File: config.mk
export PLATFORM = sky130hd
export DESIGN_NAME = rst_supervisor
export DESIGN_NICKNAME = d
export VERILOG_FILES = /design/src/rtl/rsup_pkg.sv /design/src/rtl/rsup_sync.sv /design/src/rtl/rsup_cnt.sv /design/src/rtl/rsup_fsm.sv /design/src/rtl/rst_supervisor.sv
export SDC_FILE = /design/constraint.sdc
export NUM_CORES = 1
export LEC_CHECK = 0
export CORE_MARGIN = 10
export CORE_UTILIZATION = 55
export DETAILED_ROUTE_END_ITERATION = 16
export PLACE_DENSITY = 0.86
export SYNTH_ARGS = -nofsm -noshare
export SYNTH_HDL_FRONTEND = slang
export SYNTH_SLANG_ARGS = --single-unit
File: constraint.sdc
create_clock -name clk -period 4.2 [get_ports clk]
set_clock_uncertainty 0.2 [all_clocks]
set_input_delay 0.63 -clock clk [delete_from_list [all_inputs] [get_ports clk]]
set_output_delay 0.63 -clock clk [all_outputs]
set_load 0.005 [all_outputs]
File: src/rtl/rsup_pkg.sv
package rsup_pkg;
    typedef enum logic [1:0] {
        ST_HOLD   = 2'd0,
        ST_COUNT  = 2'd1,
        ST_RUN    = 2'd2,
        ST_FILTER = 2'd3
    } rsup_state_e;
endpackage

File: src/rtl/rsup_sync.sv
module rsup_sync #(
    parameter int         W       = 2,
    parameter logic [W-1:0] RST_VAL = '1
) (
    input  logic         clk,
    input  logic         rst_n,
    input  logic [W-1:0] d_i,
    output logic [W-1:0] q_o
);
    logic [W-1:0] meta_q;

    always_ff @(posedge clk or negedge rst_n) begin
        if (!rst_n) begin
            meta_q <= RST_VAL;
            q_o    <= RST_VAL;
        end else begin
            meta_q <= d_i;
            q_o    <= meta_q;
        end
    end
endmodule

File: src/rtl/rsup_cnt.sv
module rsup_cnt #(
    parameter int W = 16
) (
    input  logic         clk,
    input  logic         rst_n,
    input  logic         clr_i,
    input  logic         inc_i,
    output logic [W-1:0] cnt_o
);
    always_ff @(posedge clk or negedge rst_n) begin
        if (!rst_n)      cnt_o <= '0;
        else if (clr_i)  cnt_o <= '0;
        else if (inc_i)  cnt_o <= cnt_o + W'(1);
    end
endmodule

File: src/rtl/rsup_fsm.sv
module rsup_fsm
    import rsup_pkg::*;
#(
    parameter int CNT_W = 16
) (
    input  logic             clk,
    input  logic             por_n,
    input  logic             fault_i,
    input  logic [CNT_W-1:0] cnt_i,
    input  logic [CNT_W-1:0] period_i,
    input  logic [CNT_W-1:0] filter_i,
    output logic             clr_o,
    output logic             inc_o,
    output logic             rst_n_o
);
    localparam int EW = CNT_W + 1;

    rsup_state_e state_q, state_d;
    logic [EW-1:0] cnt_plus;
    logic          period_done, filter_done, filter_short;

    assign cnt_plus     = {1'b0, cnt_i} + EW'(1);
    assign period_done  = cnt_plus >= {1'b0, period_i};
    assign filter_done  = cnt_plus >= {1'b0, filter_i};
    assign filter_short = filter_i <= CNT_W'(1);

    always_ff @(posedge clk or negedge por_n) begin
        if (!por_n) state_q <= ST_HOLD;
        else        state_q <= state_d;
    end

    always_comb begin
        state_d = state_q;
        clr_o   = 1'b1;
        inc_o   = 1'b0;
        unique case (state_q)
            ST_HOLD: begin
                if (!fault_i) state_d = ST_COUNT;
            end
            ST_COUNT: begin
                if (fault_i)          state_d = ST_HOLD;
                else if (period_done) state_d = ST_RUN;
                else begin
                    clr_o = 1'b0;
                    inc_o = 1'b1;
                end
            end
            ST_RUN: begin
                if (fault_i) begin
                    if (filter_short) state_d = ST_HOLD;
                    else begin
                        state_d = ST_FILTER;
                        clr_o   = 1'b0;
                        inc_o   = 1'b1;
                    end
                end
            end
            ST_FILTER: begin
                if (!fault_i)         state_d = ST_RUN;
                else if (filter_done) state_d = ST_HOLD;
                else begin
                    clr_o = 1'b0;
                    inc_o = 1'b1;
                end
            end
        endcase
    end

    always_comb begin
        unique case (state_q)
            ST_RUN, ST_FILTER: rst_n_o = 1'b1;
            ST_HOLD, ST_COUNT: rst_n_o = 1'b0;
        endcase
    end


    release_after_period_chk: assert property (@(posedge clk) disable iff (!por_n)
        $rose(rst_n_o) |-> (!$past(fault_i) && ({1'b0, $past(cnt_i)} + EW'(1) >= {1'b0, $past(period_i)})));


    assert_only_on_fault_chk: assert property (@(posedge clk) disable iff (!por_n)
        $fell(rst_n_o) |-> $past(fault_i));


    released_holds_chk: assert property (@(posedge clk) disable iff (!por_n)
        (rst_n_o && !fault_i) |=> rst_n_o);


    held_stays_on_fault_chk: assert property (@(posedge clk) disable iff (!por_n)
        (!rst_n_o && fault_i) |=> !rst_n_o);
endmodule

File: src/rtl/rst_supervisor.sv
module rst_supervisor #(
    parameter int CNT_W = 16
) (
    input  logic             clk,
    input  logic             por_n,
    input  logic             supply_low,
    input  logic             man_rst_n,
    input  logic [CNT_W-1:0] period_cfg,
    input  logic [CNT_W-1:0] filter_cfg,
    output logic             rst_out_n
);
    localparam int NSRC = 2;

    logic [NSRC-1:0]  raw_fault, sync_fault;
    logic             fault;
    logic [CNT_W-1:0] period_q, filter_q, cnt;
    logic             cnt_clr, cnt_inc;

    assign raw_fault = {supply_low, ~man_rst_n};

    always_ff @(posedge clk) begin
        if (!por_n) begin
            period_q <= period_cfg;
            filter_q <= filter_cfg;
        end
    end

    rsup_sync #(.W(NSRC), .RST_VAL({NSRC{1'b1}})) u_sync (
        .clk   (clk),
        .rst_n (por_n),
        .d_i   (raw_fault),
        .q_o   (sync_fault)
    );

    assign fault = |sync_fault;

    rsup_cnt #(.W(CNT_W)) u_cnt (
        .clk   (clk),
        .rst_n (por_n),
        .clr_i (cnt_clr),
        .inc_i (cnt_inc),
        .cnt_o (cnt)
    );

    rsup_fsm #(.CNT_W(CNT_W)) u_fsm (
        .clk      (clk),
        .por_n    (por_n),
        .fault_i  (fault),
        .cnt_i    (cnt),
        .period_i (period_q),
        .filter_i (filter_q),
        .clr_o    (cnt_clr),
        .inc_o    (cnt_inc),
        .rst_n_o  (rst_out_n)
    );


    cfg_frozen_chk: assert property (@(posedge clk) disable iff (!por_n)
        $stable(period_q) && $stable(filter_q));


    held_in_por_chk: assert property (@(posedge clk)
        !por_n |-> !rst_out_n);
endmodule

==> results.toml, run 1 <==
[outcome]
status = "completed"

[pwr]
pwr-share-clk_pct = 22.7
seqPwrFrac_pct = 54.7
share_comb_of_total_power_pct = 22.7
power_density_nw_per_um2 = 352.1
p_leak_nw = 1.629
power_switching_uw = 335.7
ir_drop_uv = 230.8
swShare_pct = 28.15
internal-power_uw = 856.9

[die]
die_area_um2 = 8505
dieWidth_um = 92.23
floorplan.initialDensity_pct = 56.53
core-area_um2 = 5075
io_pins = 37
die_h_um = 92.23
num_rows = 26

[layout]
n_antenna_cell = 0
fillers = 388
nNetsFinal = 367
design_area_um2 = 3387
drive_gt1_share_pct = 8.361
fin_util_pct = 66.74
area_delta_synth_final_pct = 18.05

[timing]
slew_viol_final = 0
clock.fmax_mhz = 277.1
rsz0062_at_grt = "no"
slew_headroom_pct = 25.21
hold_violations = 0
tns_ns = 0
setup_violations = 0
layout_min_cycle_time_ns = 3.609
worst_pin_slew_ns = 1.121
min_period_over_period_pct = 85.93

[route]
dr.pass1.iters = 4
vias_per_cell = 5.228
drc_errors = 0
vias = 1929
drt_iter0_markers = 89
drtAntennaViolNets = 0
drt_wl_total_mm = 5.175
routedWlPerCell_um = 14.02

[critical_path]
rr_worst_depth = 13
crit_required_ns = 4.20
worst_r2r_startpoint = "u_cnt.cnt_o[0]$_DFFE_PN0P_"
critPathMaxFanout = 17
start_kind = "flop"
r2r_slack_ns = 0.59
path_class = "reg2reg"
arrival_ns = 3.61
worstReg2RegEnd = "u_cnt.cnt_o[1]$_DFFE_PN0P_"
crit_start = "u_cnt.cnt_o[0]$_DFFE_PN0P_"
end_kind = "flop"

[clock_network]
clock-sinks = 54
root_buffer = "clkbuf_8"
post_cts_buffers = 0
ctsResizeCount = 0
cts_tree = "done"
numCtsBuffers = 5
worstSkewPairLatency_ns = 0.30
cts_buffer_depth = 2
clk_pin_slew_ns = 0.09
cts_htree_levels = 2
postCtsHoldBufs = 0

[logic_synthesis]
ys_warn_count = 0
synth.net_count = 325
yosys-top-cells-area = "edfxtp_1, dfrtp_1, ha_1"
synthesis.area_um2 = 2869
yosysSeqAreaShare_pct = 52.86
synth_top_area_share_pct = 33.49
syn_inst = 256
synth-main-ff-cell = "edfxtp_1"
synth-edff-count = 32
synth_top_area_cell = "edfxtp_1"
ys_seq_elements = 54
avgSynthCellArea_um2 = 11.21
async_flop_share_pct = 40.74
synth.distinct_cells = 42

[global_route]
grt_use_total_pct = 12.74
antenna_found_initial = 0
overflow = 0
grt_max_degree = 33
grt_pass1_vias = 1976
grt_pass1_wl_mm = 8.797

[placed_design]
dpl.hpwl_mm = 4.183
gp_congestion = 0.8617
place_area_um2 = 3306
io_buffers = 36

[worst_hold_path]
hold_depth = 0
min_from = "u_sync.meta_q[0]$_DFF_PN1_"
holdPathEnd = "u_sync.q_o[0]$_DFF_PN1_"
hold_class = "reg2reg"

[job]
drv_cap = 0
## layout make-up
cell class / instances / area [um2] / share of cell area, %
Tap cell: 70 / 87.58 / 2.586
Clock inverter: 2 / 8.758 / 0.2586
Sequential cell: 54 / 1516 / 44.77
Inverter: 48 / 180.2 / 5.320
Multi-Input combinational cell: 152 / 1154 / 34.06
Timing Repair Buffer: 37 / 367.9 / 10.86
Clock buffer: 6 / 72.57 / 2.143
## placed cells by master (no fill, tap or decap), types with 6 or more instances in the layout
master and instances:
xor2_1 6, nand4_1 11, edfxtp_1 32, clkdlybuf4s50_1 36
ha_1 33, dfrtp_1 18, inv_1 48, nand3_1 7
a21oi_1 7, nand2_1 14, xnor2_1 8, nor2_2 9
nor2_1 15
## power by group through the flow
stage | clock network, mW | logic (mW) | registers, mW
finish | 0.270 | 0.270 | 0.652
global route | 0.299 | 0.302 | 0.660
CTS | 0.272 | 0.271 | 0.652
detailed placement | 0 | 0.268 | 0.663
global placement | 0 | 0.260 | 0.659
floorplan | 0 | 0.199 | 0.652
## Yosys cell counts, drive strengths merged (2+ instances only)
master,number
a21o,3
a21oi,7
and2,2
and2b,2
and3,5
dfrtp,18
dfstp,4
edfxtp,32
ha,33
inv,48
nand2,14
nand3,7
nand4,11
nor2,24
nor3,4
nor4,3
o21ai,3
or4,2
xnor2,8
xor2,6
## cell families after synthesis
| group | share of synthesized area (%) |
|---|---|
| AND/OR/NAND/NOR | 14.57 |
| flip-flops | 52.86 |
| buffers and inverters | 6.934 |
| adder cells (fa/ha/maj) | 14.39 |
| AO/OA/AOI/OAI | 6.978 |
| XOR/XNOR | 4.274 |
## flip-flops by register name, summed over array words and instances, names as in the netlist
signal	count
u_fsm.state_q	2
u_cnt.cnt_o	16
u_sync.q_o	2
period_q	16
u_sync.meta_q	2
filter_q	16
## per-stage QoR
stage,hold slack (ns),total power [mW],std cells,setup slack (ns)
floorplan,0.1344,0.8515,256,1.060
global placement,0.1461,0.9194,361,0.7422
detailed placement,0.1495,0.9313,361,0.6331
CTS,0.1620,1.195,369,0.5950
global route,0.1636,1.261,369,0.3131
finish,0.1606,1.193,369,0.5911
## metal layers
layer	vias to the layer above	wire length, um	GRT usage (%)	share of wire [%]
met5	-	0	0	0
met4	0	85	4.627	1.6
met3	9	261	2.852	5.0
met2	49	2482	20.76	48
met1	903	2346	16.17	45
li1	968	-	-	-
## worst max-delay path by stage
stage                                         to  slack [ns]  depth (start not counted)
floorplan           u_fsm.state_q[0]$_DFFE_PN0P_        1.06                         14
global placement      u_cnt.cnt_o[1]$_DFFE_PN0P_        0.74                         13
detailed placement    u_cnt.cnt_o[1]$_DFFE_PN0P_        0.63                         13
CTS                   u_cnt.cnt_o[1]$_DFFE_PN0P_        0.60                         13
global route          u_cnt.cnt_o[1]$_DFFE_PN0P_        0.31                         13
finish                u_cnt.cnt_o[1]$_DFFE_PN0P_        0.59                         13
## critical path: stages, from the launching register on
cell and delay (ns):
dfrtp_1 0.47, ha_1 0.26, nand4_1 0.14, nor2_1 0.27
nand4_1 0.16, xor2_1 0.23, inv_1 0.10, ha_1 0.30
and3_1 0.19, nand3_1 0.09, a2111o_1 0.40, nand4_1 0.10
o211a_4 0.33, and2b_2 0.25
Power figures use the tool's default switching activity.
==> inputs of run 2 (changes only) <==
- PLACE_DENSITY: 0.86 -> 0.79
==> results.toml, run 2 (same netlist as run 1, synthesis figures left out) <==
[route]
drt_iter0_markers = 122
vias = 1925
drc_errors = 0
drt_wl_total_mm = 5.420
routedWlPerCell_um = 14.69
vias_per_cell = 5.217
drtAntennaViolNets = 0
dr.pass1.iters = 4

[placed_design]
place_area_um2 = 3306
io_buffers = 36
dpl.hpwl_mm = 4.420
dp_cells = 361
gp_congestion = 0.8716
pre_cts_ws_ns = 0.5839

[timing]
tns_ns = 0
slew_viol_final = 0
setup_ws_ns = 0.5346
min_period_over_period_pct = 87.27
layout_min_cycle_time_ns = 3.665
rsz0062_at_grt = "no"
hold_violations = 0
clock.fmax_mhz = 272.8
hold_slack_ns = 0.1587
worst_pin_slew_ns = 1.142
slew_headroom_pct = 23.81
setup_violations = 0

[clock_network]
worstSkewPairLatency_ns = 0.30
clk_pin_slew_ns = 0.08
cts_tree = "done"
ctsResizeCount = 0
clock-sinks = 54
cts_htree_levels = 2
root_buffer = "clkbuf_8"
cts_buffer_depth = 2
post_cts_buffers = 0
numCtsBuffers = 5
postCtsHoldBufs = 0

[layout]
area_delta_synth_final_pct = 18.01
final_cell_mix = "inv_1, clkdlybuf4s50_1, ha_1, edfxtp_1, dfrtp_1"
multiInputGateArea_um2 = 1154
fin_util_pct = 66.72
regArea_um2 = 1516
design_area_um2 = 3386
largestRegisters = "filter_q: 16 flops, period_q: 16 flops, u_cnt.cnt_o: 16 flops"
instances_no_fill = 369
n_antenna_cell = 0
nNetsFinal = 367
fillers = 430
drive_gt1_share_pct = 8.027
final_common_cell = "inv_1"

[critical_path]
rr_worst_depth = 13
path_cells = "ha_1 -> nand4_1 -> nor2_1 -> nand4_1 -> xor2_1 -> inv_1 -> ha_1 -> and3_1 -> nand3_1 -> a2111o_1 -> nand4_1 -> o211a_4 -> and2b_2"
start_kind = "flop"
worstReg2RegEnd = "u_cnt.cnt_o[1]$_DFFE_PN0P_"
crit_buf_inv = 1
end_kind = "flop"
slowest_stage = "dfrtp_1"
slowest_delay_ns = 0.48
crit_top_cell = "nand4_1"
arrival_ns = 3.66
r2r_slack_ns = 0.53
critPathMaxFanout = 17
critPathTopFamily = "simple AND/OR/NAND/NOR gates"
path_class = "reg2reg"
worst_r2r_startpoint = "u_cnt.cnt_o[0]$_DFFE_PN0P_"
crit_required_ns = 4.20

[worst_hold_path]
min_from = "u_sync.meta_q[0]$_DFF_PN1_"
hold_class = "reg2reg"
holdPathEnd = "u_sync.q_o[0]$_DFF_PN1_"
hold_depth = 0

[pwr]
ir_drop_uv = 242.1
power_density_nw_per_um2 = 351.6
p_leak_nw = 1.627
total_power_mw = 1.191

[die]
dieWidth_um = 92.23
io_pins = 37
die_area_um2 = 8505
die_h_um = 92.23
floorplan.initialDensity_pct = 56.53
core-area_um2 = 5075
num_rows = 26

[global_route]
grt_use_total_pct = 13.66
grt_pass1_wl_mm = 9.259
antenna_found_initial = 0
grt_max_degree = 33
overflow = 0
grt_pass1_vias = 1961

[outcome]
status = "completed"

[job]
drv_cap = 0
==> run 2: changes by cell type in the layout (fill, tap and decap cells not counted), sizes merged <==
cell	before	now
clkbuf	6	5
clkinv	2	3
==> run 2: final cells by class <==
type / instances / area share [%]
Sequential cell: 54 / 44.79
Multi-Input combinational cell: 152 / 34.07
Timing Repair Buffer: 37 / 10.86
Inverter: 48 / 5.322
Tap cell: 70 / 2.587
Clock buffer: 5 / 2.033
Clock inverter: 3 / 0.3326
==> run 2: worst max-delay path by stage <==
stage,depth (start not counted),slack [ns],endpoint,from
final,13,0.53,u_cnt.cnt_o[1]$_DFFE_PN0P_,u_cnt.cnt_o[0]$_DFFE_PN0P_
after global routing,13,0.28,u_cnt.cnt_o[1]$_DFFE_PN0P_,u_cnt.cnt_o[0]$_DFFE_PN0P_
after CTS,13,0.55,u_cnt.cnt_o[1]$_DFFE_PN0P_,u_cnt.cnt_o[0]$_DFFE_PN0P_
after detailed placement,13,0.58,u_cnt.cnt_o[1]$_DFFE_PN0P_,u_cnt.cnt_o[0]$_DFFE_PN0P_
after global placement,13,0.74,u_cnt.cnt_o[1]$_DFFE_PN0P_,u_cnt.cnt_o[0]$_DFFE_PN0P_
after floorplan,14,1.06,u_fsm.state_q[0]$_DFFE_PN0P_,u_cnt.cnt_o[0]$_DFFE_PN0P_
==> run 2: power breakdown <==
group	internal (mW)	switching [mW]	leakage, nW
clock network	0.111	0.150	0.0407
registers	0.614	0.0387	0.600
logic	0.129	0.147	0.986
==> run 2: routing by layer <==
layer,vias up,track usage (%),wire [um]
li1,975,-,-
met1,893,16.54,2376
met2,52,22.24,2597
met3,5,4.156,360
met4,0,5.398,85
met5,-,0,0
==> inputs of run 3 (changes only) <==
- CORE_MARGIN: 10 -> unset
==> results.toml, run 3 (same netlist as run 1, synthesis figures left out) <==
[timing]
setup_ws_ns = 0.5795
rsz0062_at_grt = "no"
clock.fmax_mhz = 276.2
worst_pin_slew_ns = 1.183
layout_min_cycle_time_ns = 3.621
min_period_over_period_pct = 86.20
setup_violations = 0
slew_viol_final = 0
tns_ns = 0
hold_violations = 0
slew_headroom_pct = 21.07
hold_slack_ns = 0.1600

[clock_network]
cts_tree = "done"
clock-sinks = 54
worstSkewPairLatency_ns = 0.30
cts_htree_levels = 2
cts_buffer_depth = 2
post_cts_buffers = 0
ctsResizeCount = 0
numCtsBuffers = 5
postCtsHoldBufs = 0
clk_pin_slew_ns = 0.09
root_buffer = "clkbuf_8"

[critical_path]
worst_r2r_startpoint = "u_cnt.cnt_o[0]$_DFFE_PN0P_"
slowest_delay_ns = 0.47
cp-endpoint = "u_cnt.cnt_o[1]$_DFFE_PN0P_"
rr_worst_depth = 13
path_cells = "ha_1 -> nand4_1 -> nor2_1 -> nand4_1 -> xor2_1 -> inv_1 -> ha_1 -> and3_1 -> nand3_1 -> a2111o_1 -> nand4_1 -> o211a_4 -> and2b_2"
r2r_slack_ns = 0.58
critPathMaxFanout = 17
end_kind = "flop"
path_class = "reg2reg"
worstReg2RegEnd = "u_cnt.cnt_o[1]$_DFFE_PN0P_"
slowest_stage = "dfrtp_1"
arrival_ns = 3.62
crit_start = "u_cnt.cnt_o[0]$_DFFE_PN0P_"
start_kind = "flop"
crit_top_cell = "nand4_1"
crit_required_ns = 4.19

[worst_hold_path]
hold_class = "reg2reg"
hold_depth = 0
min_from = "u_sync.meta_q[0]$_DFF_PN1_"

[layout]
largestRegisters = "filter_q: 16 flops, period_q: 16 flops, u_cnt.cnt_o: 16 flops"
multiInputGateArea_um2 = 1154
final_cell_mix = "inv_1, clkdlybuf4s50_1, ha_1, edfxtp_1, dfrtp_1"
drive_gt1_share_pct = 8.361
final_common_cell = "inv_1"
n_antenna_cell = 0
regArea_um2 = 1516
fillers = 382
area_delta_synth_final_pct = 18.80
nNetsFinal = 367

[route]
vias_per_cell = 5.322
drtAntennaViolNets = 0
dr.pass1.iters = 4
vias = 1948
drt_wl_total_mm = 5.224
drc_errors = 0
routedWlPerCell_um = 14.27
drt_iter0_markers = 113

[placed_design]
pre_cts_ws_ns = 0.6470
gp_congestion = 0.8581
io_buffers = 36
dpl.hpwl_mm = 3.949

[global_route]
grt_use_total_pct = 21.59
overflow = 0
grt_max_degree = 33
grt_pass1_vias = 1952
grt_pass1_wl_mm = 8.576
antenna_found_initial = 0

[die]
dieWidth_um = 74.23
die_h_um = 74.23
num_rows = 25
core-area_um2 = 4880
die_area_um2 = 5509
floorplan.initialDensity_pct = 58.79
io_pins = 37

[outcome]
status = "completed"

[job]
drv_cap = 0

[pwr]
power_density_nw_per_um2 = 370.0
ir_drop_uv = 192.1
p_leak_nw = 1.639
[run 3: worst min-delay path by stage]
| stage | endpoint | slack [ns] |
|---|---|---|
| floorplan | u_cnt.cnt_o[0]$_DFFE_PN0P_ | 0.13 |
| global placement | u_sync.q_o[1]$_DFF_PN1_ | 0.15 |
| detailed placement | u_sync.q_o[1]$_DFF_PN1_ | 0.15 |
| CTS | u_sync.q_o[0]$_DFF_PN1_ | 0.16 |
| global route | u_sync.q_o[0]$_DFF_PN1_ | 0.16 |
| finish | u_sync.q_o[0]$_DFF_PN1_ | 0.16 |
[run 3: metal layers]
layer  GRT usage [%]  wire length [um]
met5               0                 0
met4           9.853               113
met3           5.556               254
met2           34.14              2477
met1           28.14              2379
[run 3: area by class of cell]
type | instances | area share, %
clock buffer | 7 | 2.239
clock inverter | 1 | 0.8811
inverter | 48 | 5.286
multi-input combinational | 152 | 33.85
sequential | 54 | 44.49
tap | 67 | 2.460
timing repair buffer | 37 | 10.79
[run 3: metrics by stage]
stage          cell area (um2)  utilization, %  total power [mW]  std cells
2_1_floorplan             2869               -            0.8515        256
3_3_place_gp              3302           67.67            0.9228        358
3_5_place_dp              3302           67.67            0.9306        358
4_1_cts                   3408           69.85             1.266        366
5_1_grt                   3408           69.85             1.324        366
6_report                  3408           69.85             1.261        366
[run 3: report_power, final]
part           internal [mW]  leakage [nW]  switching, mW
sequential             0.614         0.600         0.0387
combinational          0.129         0.986          0.145
clock                  0.178        0.0524          0.156
[run 3: critical path, delay by kind of cell (launching register included)]
family          cells  cell delay, ns
simple gates        7            1.19
compound gates      2            0.75
fa+ha+maj           2            0.56
flops               1            0.47
xor+xnor            1            0.23
buf+inv             1            0.11
